`config.mk`:
```
export PLATFORM = sky130hd
export DESIGN_NAME = sfc_gate
export DESIGN_NICKNAME = d
export VERILOG_FILES = /design/src/rtl/sfc_pkg.sv /design/src/rtl/sfc_sync.sv /design/src/rtl/sfc_tx_gate.sv /design/src/rtl/sfc_rx_throttle.sv /design/src/rtl/sfc_gate.sv
export SDC_FILE = /design/constraint.sdc
export NUM_CORES = 1
export LEC_CHECK = 0
export ABC_AREA = 1
export BUFFER_PORTS_ARGS = -buffer_cell sky130_fd_sc_hd__buf_4
export CAP_MARGIN = 40
export CORE_MARGIN = 4
export CORE_UTILIZATION = 35
export CTS_BUF_LIST = sky130_fd_sc_hd__clkbuf_8
export DETAILED_ROUTE_END_ITERATION = 10
export HOLD_SLACK_MARGIN = 0.05
export MAX_ROUTING_LAYER = met4
export PLACE_DENSITY = 0.62
export SLEW_MARGIN = 20
export SYNTH_ARGS = -nofsm -noshare
export SYNTH_HDL_FRONTEND = slang
export SYNTH_SLANG_ARGS = --single-unit
```
`constraint.sdc`:
```
create_clock -name clk -period 1.32 [get_ports clk]
set_input_delay 0.33 -clock clk [delete_from_list [all_inputs] [get_ports clk]]
set_output_delay 0.33 -clock clk [all_outputs]
set_load 0.02 [all_outputs]
```
`src/rtl/sfc_pkg.sv`:
```
package sfc_pkg;
  localparam int CHAR_W   = 8;
  localparam int TXM_W    = 6;
  localparam int RXM_W    = 4;
  // transmit mask bit positions
  localparam int TB_CTS   = 0;
  localparam int TB_DSR   = 1;
  localparam int TB_DCD   = 2;
  localparam int TB_SWFC  = 3;
  localparam int TB_XCONT = 4;
  localparam int TB_HDX   = 5;
  // receive mask bit positions
  localparam int RB_RTS   = 0;
  localparam int RB_DTR   = 1;
  localparam int RB_DSRQ  = 2;
  localparam int RB_SWFC  = 3;

  typedef enum logic [1:0] {
    SEL_TXM  = 2'd0,
    SEL_RXM  = 2'd1,
    SEL_XON  = 2'd2,
    SEL_XOFF = 2'd3
  } cfg_sel_e;
endpackage

```
`src/rtl/sfc_sync.sv`:
```
module sfc_sync #(
  parameter int W      = 3,
  parameter int STAGES = 2
) (
  input  logic         clk,
  input  logic         rst_n,
  input  logic [W-1:0] d,
  output logic [W-1:0] q
);
  localparam int TOT = W * STAGES;

  logic [TOT-1:0] chain_q;
  logic [TOT-1:0] chain_nx;

  always_comb begin
    chain_nx = {chain_q[TOT-W-1:0], d};
  end

  always_ff @(posedge clk or negedge rst_n) begin
    if (!rst_n) chain_q <= '1;
    else        chain_q <= chain_nx;
  end

  assign q = chain_q[TOT-1 -: W];
endmodule

```
`src/rtl/sfc_tx_gate.sv`:
```
module sfc_tx_gate
  import sfc_pkg::*;
(
  input  logic             clk,
  input  logic             rst_n,
  input  logic [TXM_W-1:0] txm,
  input  logic             cts_s,
  input  logic             dsr_s,
  input  logic             dcd_s,
  input  logic             hit_xon,
  input  logic             hit_xoff,
  input  logic             tx_req,
  input  logic             tx_empty,
  input  logic             inj_req,
  input  logic             inj_ack,
  input  logic             inj_is_xoff,
  output logic             tx_allow,
  output logic             hd_rts
);
  logic remote_q, remote_nx;
  logic hold_q, hold_nx;
  logic rts_q, rts_nx;
  logic rdy_q, rdy_nx;
  logic modem_ok;
  logic busy;
  logic ack_xoff, ack_xon;

  assign ack_xoff = inj_ack & inj_req & inj_is_xoff;
  assign ack_xon  = inj_ack & inj_req & ~inj_is_xoff;
  assign busy     = tx_req | inj_req | ~tx_empty;

  always_comb begin
    remote_nx = remote_q;
    if (!txm[TB_SWFC])  remote_nx = 1'b0;
    else if (hit_xoff)  remote_nx = 1'b1;
    else if (hit_xon)   remote_nx = 1'b0;

    hold_nx = hold_q;
    if (!(txm[TB_SWFC] && !txm[TB_XCONT])) hold_nx = 1'b0;
    else if (ack_xoff)                     hold_nx = 1'b1;
    else if (ack_xon)                      hold_nx = 1'b0;

    if (txm[TB_HDX] && busy) begin
      rts_nx = 1'b1;
      rdy_nx = rts_q;
    end else begin
      rts_nx = 1'b0;
      rdy_nx = 1'b0;
    end
  end

  always_ff @(posedge clk or negedge rst_n) begin
    if (!rst_n) begin
      remote_q <= 1'b0;
      hold_q   <= 1'b0;
      rts_q    <= 1'b0;
      rdy_q    <= 1'b0;
    end else begin
      remote_q <= remote_nx;
      hold_q   <= hold_nx;
      rts_q    <= rts_nx;
      rdy_q    <= rdy_nx;
    end
  end

  assign modem_ok = ~(txm[TB_CTS] & ~cts_s) & ~(txm[TB_DSR] & ~dsr_s)
                  & ~(txm[TB_DCD] & ~dcd_s);
  assign tx_allow = modem_ok & ~remote_q & ~hold_q & (~txm[TB_HDX] | rdy_q);
  assign hd_rts   = rts_q;

  a_r5_rts_leads_tx: assert property (@(posedge clk) disable iff (!rst_n)
    (txm[TB_HDX] && $rose(tx_allow)) |-> $past(hd_rts));

  a_r4_halt_after_xoff: assert property (@(posedge clk) disable iff (!rst_n)
    (txm[TB_SWFC] && !txm[TB_XCONT] && ack_xoff)
      |=> (!tx_allow || !txm[TB_SWFC] || txm[TB_XCONT]));

  a_r3_xoff_stops: assert property (@(posedge clk) disable iff (!rst_n)
    (txm[TB_SWFC] && hit_xoff && !hit_xon) |=> (!tx_allow || !txm[TB_SWFC]));
endmodule

```
`src/rtl/sfc_rx_throttle.sv`:
```
module sfc_rx_throttle
  import sfc_pkg::*;
(
  input  logic              clk,
  input  logic              rst_n,
  input  logic [RXM_W-1:0]  rxm,
  input  logic [CHAR_W-1:0] xon_char,
  input  logic [CHAR_W-1:0] xoff_char,
  input  logic              buf_high,
  input  logic              buf_low,
  input  logic              inj_ack,
  output logic              rts_thr,
  output logic              dtr_thr,
  output logic              inj_req,
  output logic              inj_is_xoff,
  output logic [CHAR_W-1:0] inj_char
);
  logic thr_q, thr_nx;
  logic pxoff_q, pxoff_nx;
  logic pxon_q, pxon_nx;
  logic sent_q, sent_nx;

  always_comb begin
    thr_nx = thr_q;
    if (buf_high)     thr_nx = 1'b1;
    else if (buf_low) thr_nx = 1'b0;

    pxoff_nx = pxoff_q;
    pxon_nx  = pxon_q;
    sent_nx  = sent_q;
    if (!rxm[RB_SWFC]) begin
      pxoff_nx = 1'b0;
      pxon_nx  = 1'b0;
      sent_nx  = 1'b0;
    end else begin
      if (inj_ack && inj_req) begin
        if (pxoff_q) begin
          sent_nx  = 1'b1;
          pxoff_nx = 1'b0;
        end else begin
          sent_nx  = 1'b0;
          pxon_nx  = 1'b0;
        end
      end
      if (buf_high) begin
        pxon_nx  = 1'b0;
        pxoff_nx = ~sent_nx;
      end else if (buf_low) begin
        pxoff_nx = 1'b0;
        pxon_nx  = sent_nx;
      end
    end
  end

  always_ff @(posedge clk or negedge rst_n) begin
    if (!rst_n) begin
      thr_q   <= 1'b0;
      pxoff_q <= 1'b0;
      pxon_q  <= 1'b0;
      sent_q  <= 1'b0;
    end else begin
      thr_q   <= thr_nx;
      pxoff_q <= pxoff_nx;
      pxon_q  <= pxon_nx;
      sent_q  <= sent_nx;
    end
  end

  assign rts_thr     = ~(rxm[RB_RTS] & thr_q);
  assign dtr_thr     = ~(rxm[RB_DTR] & thr_q);
  assign inj_req     = pxoff_q | pxon_q;
  assign inj_is_xoff = pxoff_q;
  assign inj_char    = pxoff_q ? xoff_char : xon_char;

  a_r8_req_held: assert property (@(posedge clk) disable iff (!rst_n)
    (inj_req && !inj_ack && !buf_high && !buf_low && rxm[RB_SWFC])
      |=> (inj_req || !rxm[RB_SWFC]));

  a_r9_xon_after_low: assert property (@(posedge clk) disable iff (!rst_n)
    ($rose(inj_req) && !inj_is_xoff) |-> $past(buf_low));
endmodule

```
`src/rtl/sfc_gate.sv`:
```
module sfc_gate
  import sfc_pkg::*;
#(
  parameter int              SYNC_STAGES  = 2,
  parameter logic [CHAR_W-1:0] XON_DEFAULT  = 8'h11,
  parameter logic [CHAR_W-1:0] XOFF_DEFAULT = 8'h13
) (
  input  logic              clk,
  input  logic              rst_n,
  input  logic              cfg_wr,
  input  logic [1:0]        cfg_sel,
  input  logic [CHAR_W-1:0] cfg_wdata,
  input  logic              cts_in,
  input  logic              dsr_in,
  input  logic              dcd_in,
  input  logic              rx_valid,
  input  logic [CHAR_W-1:0] rx_char,
  input  logic              buf_high,
  input  logic              buf_low,
  input  logic              tx_req,
  input  logic              tx_empty,
  input  logic              inj_ack,
  output logic              tx_allow,
  output logic              rts_out,
  output logic              dtr_out,
  output logic              rx_accept,
  output logic              rx_out_valid,
  output logic [CHAR_W-1:0] rx_out_char,
  output logic              inj_req,
  output logic              inj_is_xoff,
  output logic [CHAR_W-1:0] inj_char
);
  localparam int N_MODEM = 3;

  // reset release synchroniser
  logic rst_meta, rst_i;
  always_ff @(posedge clk or negedge rst_n) begin
    if (!rst_n) begin
      rst_meta <= 1'b0;
      rst_i    <= 1'b0;
    end else begin
      rst_meta <= 1'b1;
      rst_i    <= rst_meta;
    end
  end

  // configuration
  logic [TXM_W-1:0]  txm_q, txm_nx;
  logic [RXM_W-1:0]  rxm_q, rxm_nx;
  logic [CHAR_W-1:0] xon_q, xon_nx;
  logic [CHAR_W-1:0] xoff_q, xoff_nx;
  cfg_sel_e          sel;

  assign sel = cfg_sel_e'(cfg_sel);

  always_comb begin
    txm_nx  = txm_q;
    rxm_nx  = rxm_q;
    xon_nx  = xon_q;
    xoff_nx = xoff_q;
    if (cfg_wr) begin
      unique case (sel)
        SEL_TXM:  txm_nx  = cfg_wdata[TXM_W-1:0];
        SEL_RXM:  rxm_nx  = cfg_wdata[RXM_W-1:0];
        SEL_XON:  xon_nx  = cfg_wdata;
        SEL_XOFF: xoff_nx = cfg_wdata;
        default: ;
      endcase
    end
  end

  always_ff @(posedge clk or negedge rst_i) begin
    if (!rst_i) begin
      txm_q  <= '0;
      rxm_q  <= '0;
      xon_q  <= XON_DEFAULT;
      xoff_q <= XOFF_DEFAULT;
    end else begin
      txm_q  <= txm_nx;
      rxm_q  <= rxm_nx;
      xon_q  <= xon_nx;
      xoff_q <= xoff_nx;
    end
  end

  // modem line synchronisation
  logic [N_MODEM-1:0] modem_s;
  logic cts_s, dsr_s, dcd_s;

  sfc_sync #(.W(N_MODEM), .STAGES(SYNC_STAGES)) u_sync (
    .clk   (clk),
    .rst_n (rst_i),
    .d     ({dcd_in, dsr_in, cts_in}),
    .q     (modem_s)
  );
  assign cts_s = modem_s[0];
  assign dsr_s = modem_s[1];
  assign dcd_s = modem_s[2];

  // receive path: acceptance and flow character matching
  logic rx_take, hit_xon, hit_xoff, swfc_on;
  assign rx_accept    = ~(rxm_q[RB_DSRQ] & ~dsr_s);
  assign rx_take      = rx_valid & rx_accept;
  assign swfc_on      = txm_q[TB_SWFC];
  assign hit_xon      = rx_take & swfc_on & (rx_char == xon_q);
  assign hit_xoff     = rx_take & swfc_on & (rx_char == xoff_q);
  assign rx_out_valid = rx_take & ~hit_xon & ~hit_xoff;
  assign rx_out_char  = rx_char;

  logic hd_rts, rts_thr, dtr_thr;

  sfc_rx_throttle u_rx (
    .clk         (clk),
    .rst_n       (rst_i),
    .rxm         (rxm_q),
    .xon_char    (xon_q),
    .xoff_char   (xoff_q),
    .buf_high    (buf_high),
    .buf_low     (buf_low),
    .inj_ack     (inj_ack),
    .rts_thr     (rts_thr),
    .dtr_thr     (dtr_thr),
    .inj_req     (inj_req),
    .inj_is_xoff (inj_is_xoff),
    .inj_char    (inj_char)
  );

  sfc_tx_gate u_tx (
    .clk         (clk),
    .rst_n       (rst_i),
    .txm         (txm_q),
    .cts_s       (cts_s),
    .dsr_s       (dsr_s),
    .dcd_s       (dcd_s),
    .hit_xon     (hit_xon),
    .hit_xoff    (hit_xoff),
    .tx_req      (tx_req),
    .tx_empty    (tx_empty),
    .inj_req     (inj_req),
    .inj_ack     (inj_ack),
    .inj_is_xoff (inj_is_xoff),
    .tx_allow    (tx_allow),
    .hd_rts      (hd_rts)
  );

  assign rts_out = txm_q[TB_HDX] ? hd_rts : rts_thr;
  assign dtr_out = dtr_thr;

  a_r3_flow_chars_consumed: assert property (@(posedge clk) disable iff (!rst_i)
    (rx_out_valid && txm_q[TB_SWFC]) |-> (rx_out_char != xon_q && rx_out_char != xoff_q));

  a_r7_dsr_gates_data: assert property (@(posedge clk) disable iff (!rst_i)
    (rxm_q[RB_DSRQ] && !dsr_s) |-> !rx_out_valid);
endmodule

```
==> flow_summary.toml, run 1 <==
[worst_setup_path]
critical_path_arrival_ns = 1.56
path_buf_inv = 2
critPathTopFamily = "flip-flops"
crit_top_cell = "nand2_2"
worstSetupEndpointType = "output pin"
cp-start-kind = "flop"
cp_slowest_stage_delay_ns = 0.54
startpoint = "xon_q[4]"
regToRegStartpoint = "u_rx.inj_is_xoff"
worst_ep_required_time_ns = 0.99
crit_path_max_fanout = 2
cp_cell_sequence = "inv_2 > nand2_2 > nand2_2 > nor2_4 > nand3_2 > o21bai_1 > nor2_2 > buf_6"
crit_type = "flop to output pin"
critical_path.slowest_cell = "dfstp_2"

[clock_network]
cts_buffer_depth = 2
cts-htree-levels = 2
clock-root-buffer = "clkbuf_8"
clk_pin_slew_ns = 0.07
cts_tree = "done"
clk_latency_ns = 0.30
numCtsBuffers = 5
cts.sink_count = 42

[timing]
post-route-period-util_pct = 142.9
finalWorstSetupSlack_ns = -0.5660
fin_setup_tns_ns = -3.759
skew_ns = 0.01261
setup_viol = 19
hold_viol = 0
grt_setup_unrepaired = "true"
post-route-min-period_ns = 1.886
clock.fmax_mhz = 530.2
report.final.slew_viol_count = 0

[drt]
drtAntennaViolNets = 0
drc = 0
vias = 1848
drt-vias-per-instance = 4.563
wl_um = 5125
firstDrtPassIters = 4
first_iter_violations = 43
wire_per_inst_um = 12.65

[synthesis]
syn_nets = 279
ys_warn_count = 0
synth_sequential_area_ratio_pct = 51.45
ys_types = 24
postSynthCellCount = 249
syn_area_per_cell_um2 = 8.311
yosys-top-cells-area = "dfrtp_1 (37%), dfstp_2 (14%), nand2_1 (14%)"
ys_ff_latch = 42
synth_top_area_share_pct = 37.48
synth_largest_area_cell = "dfrtp_1"
synth_area_um2 = 2069

[placed_design]
io_buffers = 52
hpwl_um = 3640
gp_congestion = 0.7328
dp_cells = 386

[outcome]
violations = "negative setup slack"
outcome = "finished, violations left"

[floorplan]
fp.coreArea_um2 = 5608
start_util_pct = 36.90
dieArea_um2 = 7207
die_x_um = 84.90
ioPinCount = 53
rows = 27
die_h_um = 84.90

[power_and_ir_drop]
p_per_area_nw_per_um2 = 1252
irDropWorstVdd_mv = 0.6160
p_total_mw = 3.984
p_leak_nw = 1.625

[global_routing]
globalRouteMet3Util_pct = 3.592
grt_pass1_vias = 1855
grt_max_degree = 41
grt_use_met2_pct = 25.34
grt-busiest-layer = "met2"
grt_pass1_wl_um = 8383
grtUsageMet1_pct = 17.79
grt.total_usage_pct = 14.98
antenna_found_initial = 0
grt_overflow = 0

[layout]
insertedDiodeCount = 0
area_growth_pct = 53.81
finalNonFillerCells = 405
layout_common_cells = "buf_4 (66), nand2_1 (61), inv_1 (32)"
layout_commonest_cell = "buf_4"
drive_gt1_share_pct = 46.55
nets = 362

[min_path]
holdCritStartpoint = "dsr_in"
min_path_type = "input port to flop"

[job]
maxCapViolations = 0
worst register-to-register path, delay by kind of cell (launching register included):
family / cells / cell delay, ns
compound gates: 1 / 0.09
simple gates: 6 / 0.41
buf+inv: 3 / 0.39
flops: 1 / 0.47
cells by family (layout without fill, tap and decap cells):
kind of cell	after synthesis	after routing	share of synthesized area, %
buffers and inverters	51	135	11.31
xor gates and xnor gates	8	8	3.386
AOI/OAI and AO/OA	42	42	11.00
DFF	42	42	51.45
and+or+nand+nor	105	105	22.67
other	1	1	0.1812
flip-flops by register name, summed over array words and instances (netlist names), 4 cells and up:
register and flops:
xoff_q 8, xon_q 8, txm_q 6, u_sync.chain_q 6, rxm_q 4
Yosys cell counts:
cell      instances
nand3_2           3
o21bai_1          2
xnor2_1           7
o21ai_0          37
dfrtp_1          31
nor3b_1           1
conb_1            1
nand2_1          76
buf_6             1
buf_2             4
nor2_8            1
nor2_1           11
a211oi_1          1
dfstp_2          11
xor2_1            1
inv_1            38
o21ai_2           1
o2111a_1          1
nor2_4            2
buf_4             8
nand3_1           7
nand4_1           1
nor3_1            2
nand2_4           1
path summary, 6_finish.rpt:
path	endpoint	slack [ns]	cells after the start
worst max-delay path	rx_out_valid	-0.57	8
worst min-delay path	u_sync.chain_q[1]	0.14	1
worst max register to register	u_rx.pxon_q	-0.15	10
worst min register to register	xon_q[1]	0.24	1
max in group asynchronous	u_sync.chain_q[4]	0.82	1
min in group asynchronous	xon_q[1]	0.24	1
final cells by class:
class | count | area [um2]
sequential | 42 | 1066
timing repair buffer | 89 | 797.0
inverter | 38 | 142.6
fill | 524 | 2425
clock buffer | 6 | 82.58
tap | 72 | 90.09
clock inverter | 2 | 33.78
multi-input combinational | 156 | 970.9
where the power goes:
part	total [mW]	switching, mW	leakage (nW)	internal (mW)
Clock	1.05	0.438	0.0626	0.609
Sequential	1.59	0.117	0.506	1.47
Combinational	1.35	0.662	1.06	0.690
per-stage QoR:
stage                     util (%)  area, um2  hold slack (ns)  worst slack (ns)
after floorplan                  -       2120          0.03441           -0.1185
after global placement       48.88       2741           0.1139           -0.2663
after detailed placement     48.88       2741           0.1160           -0.2736
after CTS                    54.22       3040           0.1258           -0.5433
after global routing         56.76       3183           0.1212           -0.6644
final                        56.76       3183           0.1401           -0.5660
timing repair:
action	CTS	global route
hold buffers	1	0
pin swaps	13	14
gates resized for setup	31	34
gates cloned	1	0
buffers inserted	8	5
setup endpoints to repair	14	20
hold endpoints to repair	2	0
routing by layer:
metal,share of wire [%],up-vias
li1,-,929
met1,43,870
met2,51,43
met3,4.8,6
met4,1.4,0
met5,0,-
No activity file was read; power rests on OpenSTA's default activity.
==> run 2, diff against run 1 <==
--- a/config.mk
+++ b/config.mk
@@ -10,11 +10,12 @@
 export CAP_MARGIN = 40
 export CORE_MARGIN = 4
 export CORE_UTILIZATION = 35
-export CTS_BUF_LIST = sky130_fd_sc_hd__clkbuf_8
 export DETAILED_ROUTE_END_ITERATION = 10
+export GPL_TIMING_DRIVEN = 0
 export HOLD_SLACK_MARGIN = 0.05
 export MAX_ROUTING_LAYER = met4
 export PLACE_DENSITY = 0.62
+export RECOVER_POWER = 50
 export SLEW_MARGIN = 20
 export SYNTH_ARGS = -nofsm -noshare
 export SYNTH_HDL_FRONTEND = slang
==> run 2 against run 1 <==
  * The flow still finishes with violations (negative setup slack)
  * Count of clock-buffer cells in the layout unchanged
  * Cell count decreased by 0.25%
  * Utilization decreased by 0.27 points
  * Largest cell class unchanged
  * Die area unchanged
==> flow_summary.toml, run 2 (synthesis gave the netlist of run 1 again) <==
[floorplan]
start_util_pct = 36.90
die_h_um = 84.90
dieArea_um2 = 7207
rows = 27
die_x_um = 84.90
fp.coreArea_um2 = 5608
ioPinCount = 53

[timing]
holdWs_ns = 0.1349
maxSlewHeadroom_pct = 55.65
post-route-period-util_pct = 144.0
hold_viol = 0
skew_ns = 0.009240
grt_setup_unrepaired = "true"
report.final.slew_viol_count = 0
setup_viol = 20
post-route-min-period_ns = 1.900
finalWorstSetupSlack_ns = -0.5802
worstMarginPinSlew_ns = 0.6652
clock.fmax_mhz = 526.3

[layout]
insertedDiodeCount = 0
reg_top3 = "xoff_q: 8 flops, xon_q: 8 flops"
area_growth_pct = 53.08
nets = 361
layout_common_cells = "nand2_1 (60), buf_4 (54), inv_1 (32)"
drive_gt1_share_pct = 46.69
layout_commonest_cell = "nand2_1"

[drt]
vias = 1833
wire_per_inst_um = 13.27
wl_um = 5362
drt-vias-per-instance = 4.537
firstDrtPassIters = 4
first_iter_violations = 66
drc = 0
drtAntennaViolNets = 0

[clock_network]
cts.sink_count = 42
clk_pin_slew_ns = 0.08
numCtsBuffers = 5
cts-htree-levels = 2
clk_latency_ns = 0.29
clock-root-buffer = "clkbuf_8"
cts_tree = "done"
cts_buffer_depth = 2

[power_and_ir_drop]
p_total_mw = 3.711
p_leak_nw = 1.615
irDropWorstVdd_mv = 0.6552
p_per_area_nw_per_um2 = 1171

[worst_setup_path]
rrSetupSlack_ns = -0.54
worstSetupEndpointType = "output pin"
ff2ff_path_depth = 12
crit_type = "flop to output pin"
cp-start-kind = "flop"
regToRegStartpoint = "xon_q[4]"
critical_path_arrival_ns = 1.57
crit_path_max_fanout = 2
worst_ep_required_time_ns = 0.99
regToRegEndpoint = "u_tx.remote_q"

[global_routing]
grt_pass1_wl_um = 8845
antenna_found_initial = 0
grt_pass1_vias = 1862
grt_max_degree = 27
grt.total_usage_pct = 15.93
grt_overflow = 0

[placed_design]
io_buffers = 52
hpwl_um = 3708
gp_congestion = 0.7157

[min_path]
min_path_type = "input port to flop"
hold_path_end = "u_sync.chain_q[2]"
hold_depth = 1
holdCritStartpoint = "dcd_in"

[outcome]
violations = "negative setup slack"
outcome = "finished, violations left"

[job]
maxCapViolations = 0
-- run 2: cell count changes in the layout (fill, tap and decap cells not counted), moves of 2 or more --
cell,change
buf_4,-12
nand2_4,+2
clkbuf_1,+2
clkbuf_4,+3
buf_6,+3
buf_2,+3
-- run 2: critical path, cell delays in order, from the launching register on --
cell and delay, ns:
dfstp_2 0.55, buf_4 0.12, nand2_1 0.06, nand2_2 0.07, nor2_4 0.04, nand3_2 0.07
o21bai_1 0.08, nor2_2 0.15, buf_6 0.14
-- run 2: report_power, final --
group          total (mW)  switching [mW]  internal (mW)
clock network       0.821           0.448          0.373
logic                1.27           0.632          0.638
registers            1.62           0.151           1.47
total                3.71            1.23           2.48
-- run 2: area by class of cell --
class | instances | area [um2]
buffer | 13 | 115.1
clock buffer | 6 | 72.57
clock inverter | 2 | 13.76
fill | 552 | 2440
inverter | 38 | 142.6
multi-input combinational | 156 | 992.2
sequential | 42 | 1067
tap | 72 | 90.09
timing repair buffer | 75 | 674.4
-- run 2: worst max-delay path by stage --
stage,start,endpoint,slack [ns],cells after the start
after floorplan,u_sync.chain_q[4],rx_out_valid,-0.12,7
after global placement,rst_i,u_rx.inj_is_xoff,-0.54,0
after detailed placement,xon_q[4],rx_out_valid,-0.33,8
after CTS,xon_q[4],rx_out_valid,-0.56,8
after global routing,xoff_q[4],rx_out_valid,-0.64,7
final,xon_q[4],rx_out_valid,-0.58,8
-- run 2: what timing repair did --
action                                  4_1_cts  5_1_grt
gates cloned                                  1        0
hold buffers                                  1        0
endpoints found under the setup margin       13       19
gates resized for setup                      40       36
pin swaps                                    15       11
buffers inserted                             15        6
endpoints found under the hold margin         2        0
-- run 2: metal layers --
metal | vias to the layer above | part of all wire, % | track usage [%] | wire length (um)
met1 | 857 | 43 | 19.94 | 2328
met5 | - | 0 | - | 0
met3 | 11 | 4.3 | 2.816 | 230
met2 | 41 | 50 | 25.98 | 2678
met4 | 0 | 2.3 | 5.612 | 124
li1 | 924 | - | - | -
-- run 2: metrics by stage --
stage,std cells,util (%),TNS [ns],setup slack [ns],instance area (um2)
after floorplan,249,-,-0.1690,-0.1185,2120
final,404,56.49,-4.499,-0.5802,3168
after CTS,399,53.41,-4.214,-0.5589,2995
after global routing,404,56.49,-5.545,-0.6419,3168
after global placement,373,46.36,-14.15,-0.5354,2600
after detailed placement,374,46.74,-1.641,-0.3325,2621
==> run 3, diff against run 2 <==
--- a/config.mk
+++ b/config.mk
@@ -14,9 +14,10 @@
 export GPL_TIMING_DRIVEN = 0
 export HOLD_SLACK_MARGIN = 0.05
 export MAX_ROUTING_LAYER = met4
-export PLACE_DENSITY = 0.62
+export PLACE_DENSITY = 0.61
 export RECOVER_POWER = 50
 export SLEW_MARGIN = 20
 export SYNTH_ARGS = -nofsm -noshare
 export SYNTH_HDL_FRONTEND = slang
+export SYNTH_HIERARCHICAL = 1
 export SYNTH_SLANG_ARGS = --single-unit
==> run 3 against run 2 <==
  * The flow still finishes with violations (negative setup slack)
  * Clock power up 19%
  * Sequential share of layout area barely moved
  * Register-to-register slack better by 0.41 ns
  * Count of clock-buffer cells in the layout grew 1
  * Via count barely moved
  * Die area grew 5.1%
  * Power increased by 3.2%
  * Largest power group unchanged
==> flow_summary.toml, run 3 <==
[clock_network]
clk_latency_ns = 0.29
cts_buffer_depth = 2
cts.sink_count = 42
cts-htree-levels = 2
numCtsBuffers = 5
clock-root-buffer = "clkbuf_8"
clk_pin_slew_ns = 0.08
cts_tree = "done"

[synthesis]
synth_area_um2 = 2186
synth_sequential_area_ratio_pct = 48.71
synth_top_area_share_pct = 35.49
yosys-top-cells-count = "nand2_1 (85), inv_1 (39), dfrtp_1 (31)"
yosysMostFrequentCell = "nand2_1"
ys_warn_count = 6
yosys-top-cells-area = "dfrtp_1 (35%), nand2_1 (15%), dfstp_2 (13%)"
ys_types = 25
synth_edf_count = 0
postSynthCellCount = 263
ys.flop_type = "dfrtp_1"
synth_largest_area_cell = "dfrtp_1"
ys_ff_latch = 42
syn_nets = 293
synth-async-reset-ratio_pct = 100.0
syn_area_per_cell_um2 = 8.311

[timing]
setup_viol = 15
grt_setup_unrepaired = "true"
report.final.slew_viol_count = 0
maxSlewHeadroom_pct = 59.78
clock.fmax_mhz = 539.6
fin_setup_tns_ns = -3.465
post-route-period-util_pct = 140.4
worstMarginPinSlew_ns = 0.6032
finalWorstSetupSlack_ns = -0.5332
skew_ns = 0.008068
post-route-min-period_ns = 1.853
hold_viol = 0

[layout]
multi_input_area_um2 = 1021
n_fill_cell = 573
area_growth_pct = 45.05
layout_common_cells = "nand2_1 (63), buf_4 (48), inv_1 (34)"
layout_commonest_cell = "nand2_1"
drive_gt1_share_pct = 48.51
seq_area_um2 = 1067
insertedDiodeCount = 0
reg_top3 = "xoff_q: 8 flops, xon_q: 8 flops"
nets = 365

[placed_design]
place_ws_ns = -0.3472
hpwl_um = 3820
io_buffers = 52
gp_congestion = 0.8458

[drt]
vias = 1834
firstDrtPassIters = 4
first_iter_violations = 90
wl_um = 5184
drtAntennaViolNets = 0
wire_per_inst_um = 12.61
drc = 0
drt-vias-per-instance = 4.462

[worst_setup_path]
worst_ep_required_time_ns = 0.99
ff2ff_path_depth = 9
regToRegStartpoint = "u_sync/chain_q[4]"
worstSetupEndpointType = "output pin"
regToRegEndpoint = "u_tx/remote_q"
critical_path_arrival_ns = 1.52
cp-start-kind = "flop"
crit_path_max_fanout = 2
rrSetupSlack_ns = -0.13
startpoint = "u_sync/chain_q[4]"
crit_type = "flop to output pin"

[power_and_ir_drop]
p_leak_nw = 1.667
p_per_area_nw_per_um2 = 1208
irDropWorstVdd_mv = 0.5374
p_total_mw = 3.829

[min_path]
holdCritStartpoint = "dsr_in"
min_path_type = "input port to flop"
hold_depth = 1
hold_path_end = "u_sync/chain_q[1]"

[floorplan]
ioPinCount = 53
fp.coreArea_um2 = 5991
die_x_um = 87.03
rows = 28
start_util_pct = 36.49
die_h_um = 87.03
dieArea_um2 = 7573

[global_routing]
grt_pass1_wl_um = 8487
grt_pass1_vias = 1808
grt.total_usage_pct = 14.92
grt_max_degree = 27
antenna_found_initial = 0
grt_overflow = 0

[outcome]
violations = "negative setup slack"
outcome = "finished, violations left"

[job]
maxCapViolations = 0
## run 3: routing by layer
layer / wire length, um / up-vias / global-route usage (%) / part of all wire (%)
met5: 0 / - / - / 0
met3: 286 / 6 / 2.744 / 5.5
li1: - / 937 / - / -
met1: 2343 / 847 / 19.14 / 45
met4: 88 / 0 / 5.099 / 1.7
met2: 2466 / 44 / 23.67 / 48
## run 3: worst max path at each step
| stage | to | slack [ns] | depth (start not counted) |
|---|---|---|---|
| final | rx_out_valid | -0.53 | 7 |
| after global routing | rx_out_valid | -0.59 | 8 |
| after CTS | rx_out_valid | -0.55 | 7 |
| after detailed placement | rx_out_valid | -0.35 | 9 |
| after global placement | u_rx/inj_is_xoff | -0.53 | 0 |
| after floorplan | rx_out_valid | -0.18 | 7 |
## run 3: worst max-delay path, cell delays in order (launching register included)
cell     delay [ns]
dfstp_2        0.56
inv_4          0.05
nand2_4        0.05
and3_4         0.19
nand3_4        0.08
nor2_4         0.13
nor2_4         0.05
buf_6          0.12
## run 3: cells by family (layout without fill, tap and decap cells)
family,after synthesis,after routing,share of synthesized area [%]
buf+inv,55,128,12.54
simple gates,121,121,23.41
flops,42,42,48.71
other cells,1,1,0.1716
xor+xnor,10,10,4.007
compound gates,33,33,10.65
mux,1,1,0.5151
## run 3: area by class of cell
type	count	area share, %
tap	75	2.960
timing repair buffer	68	19.57
inverter	40	5.051
buffer	12	3.197
sequential	42	33.66
clock buffer	7	2.407
clock inverter	1	0.9471
multi-input combinational	166	32.20
## run 3: what timing repair did
item | 4_1_cts | 5_1_grt
setup endpoints to repair | 14 | 19
pin swaps | 16 | 14
hold buffers | 1 | 0
cloned | 1 | 0
setup buffers | 14 | 4
resized for setup | 58 | 16
endpoints found under the hold margin | 2 | 0
## run 3: power by group
part           switching [mW]  internal, mW
clock                   0.412         0.566
combinational           0.608         0.600
sequential              0.173          1.47
## run 3: stage by stage
| stage | instance area, um2 | utilization, % | hold WS [ns] | instances |
|---|---|---|---|---|
| after global routing | 3171 | 52.92 | 0.1249 | 411 |
| after detailed placement | 2734 | 45.63 | 0.1145 | 391 |
| after floorplan | 2228 | - | 0.03441 | 263 |
| final | 3171 | 52.92 | 0.1380 | 411 |
| after global placement | 2713 | 45.28 | 0.1127 | 390 |
| after CTS | 3177 | 53.03 | 0.1266 | 414 |
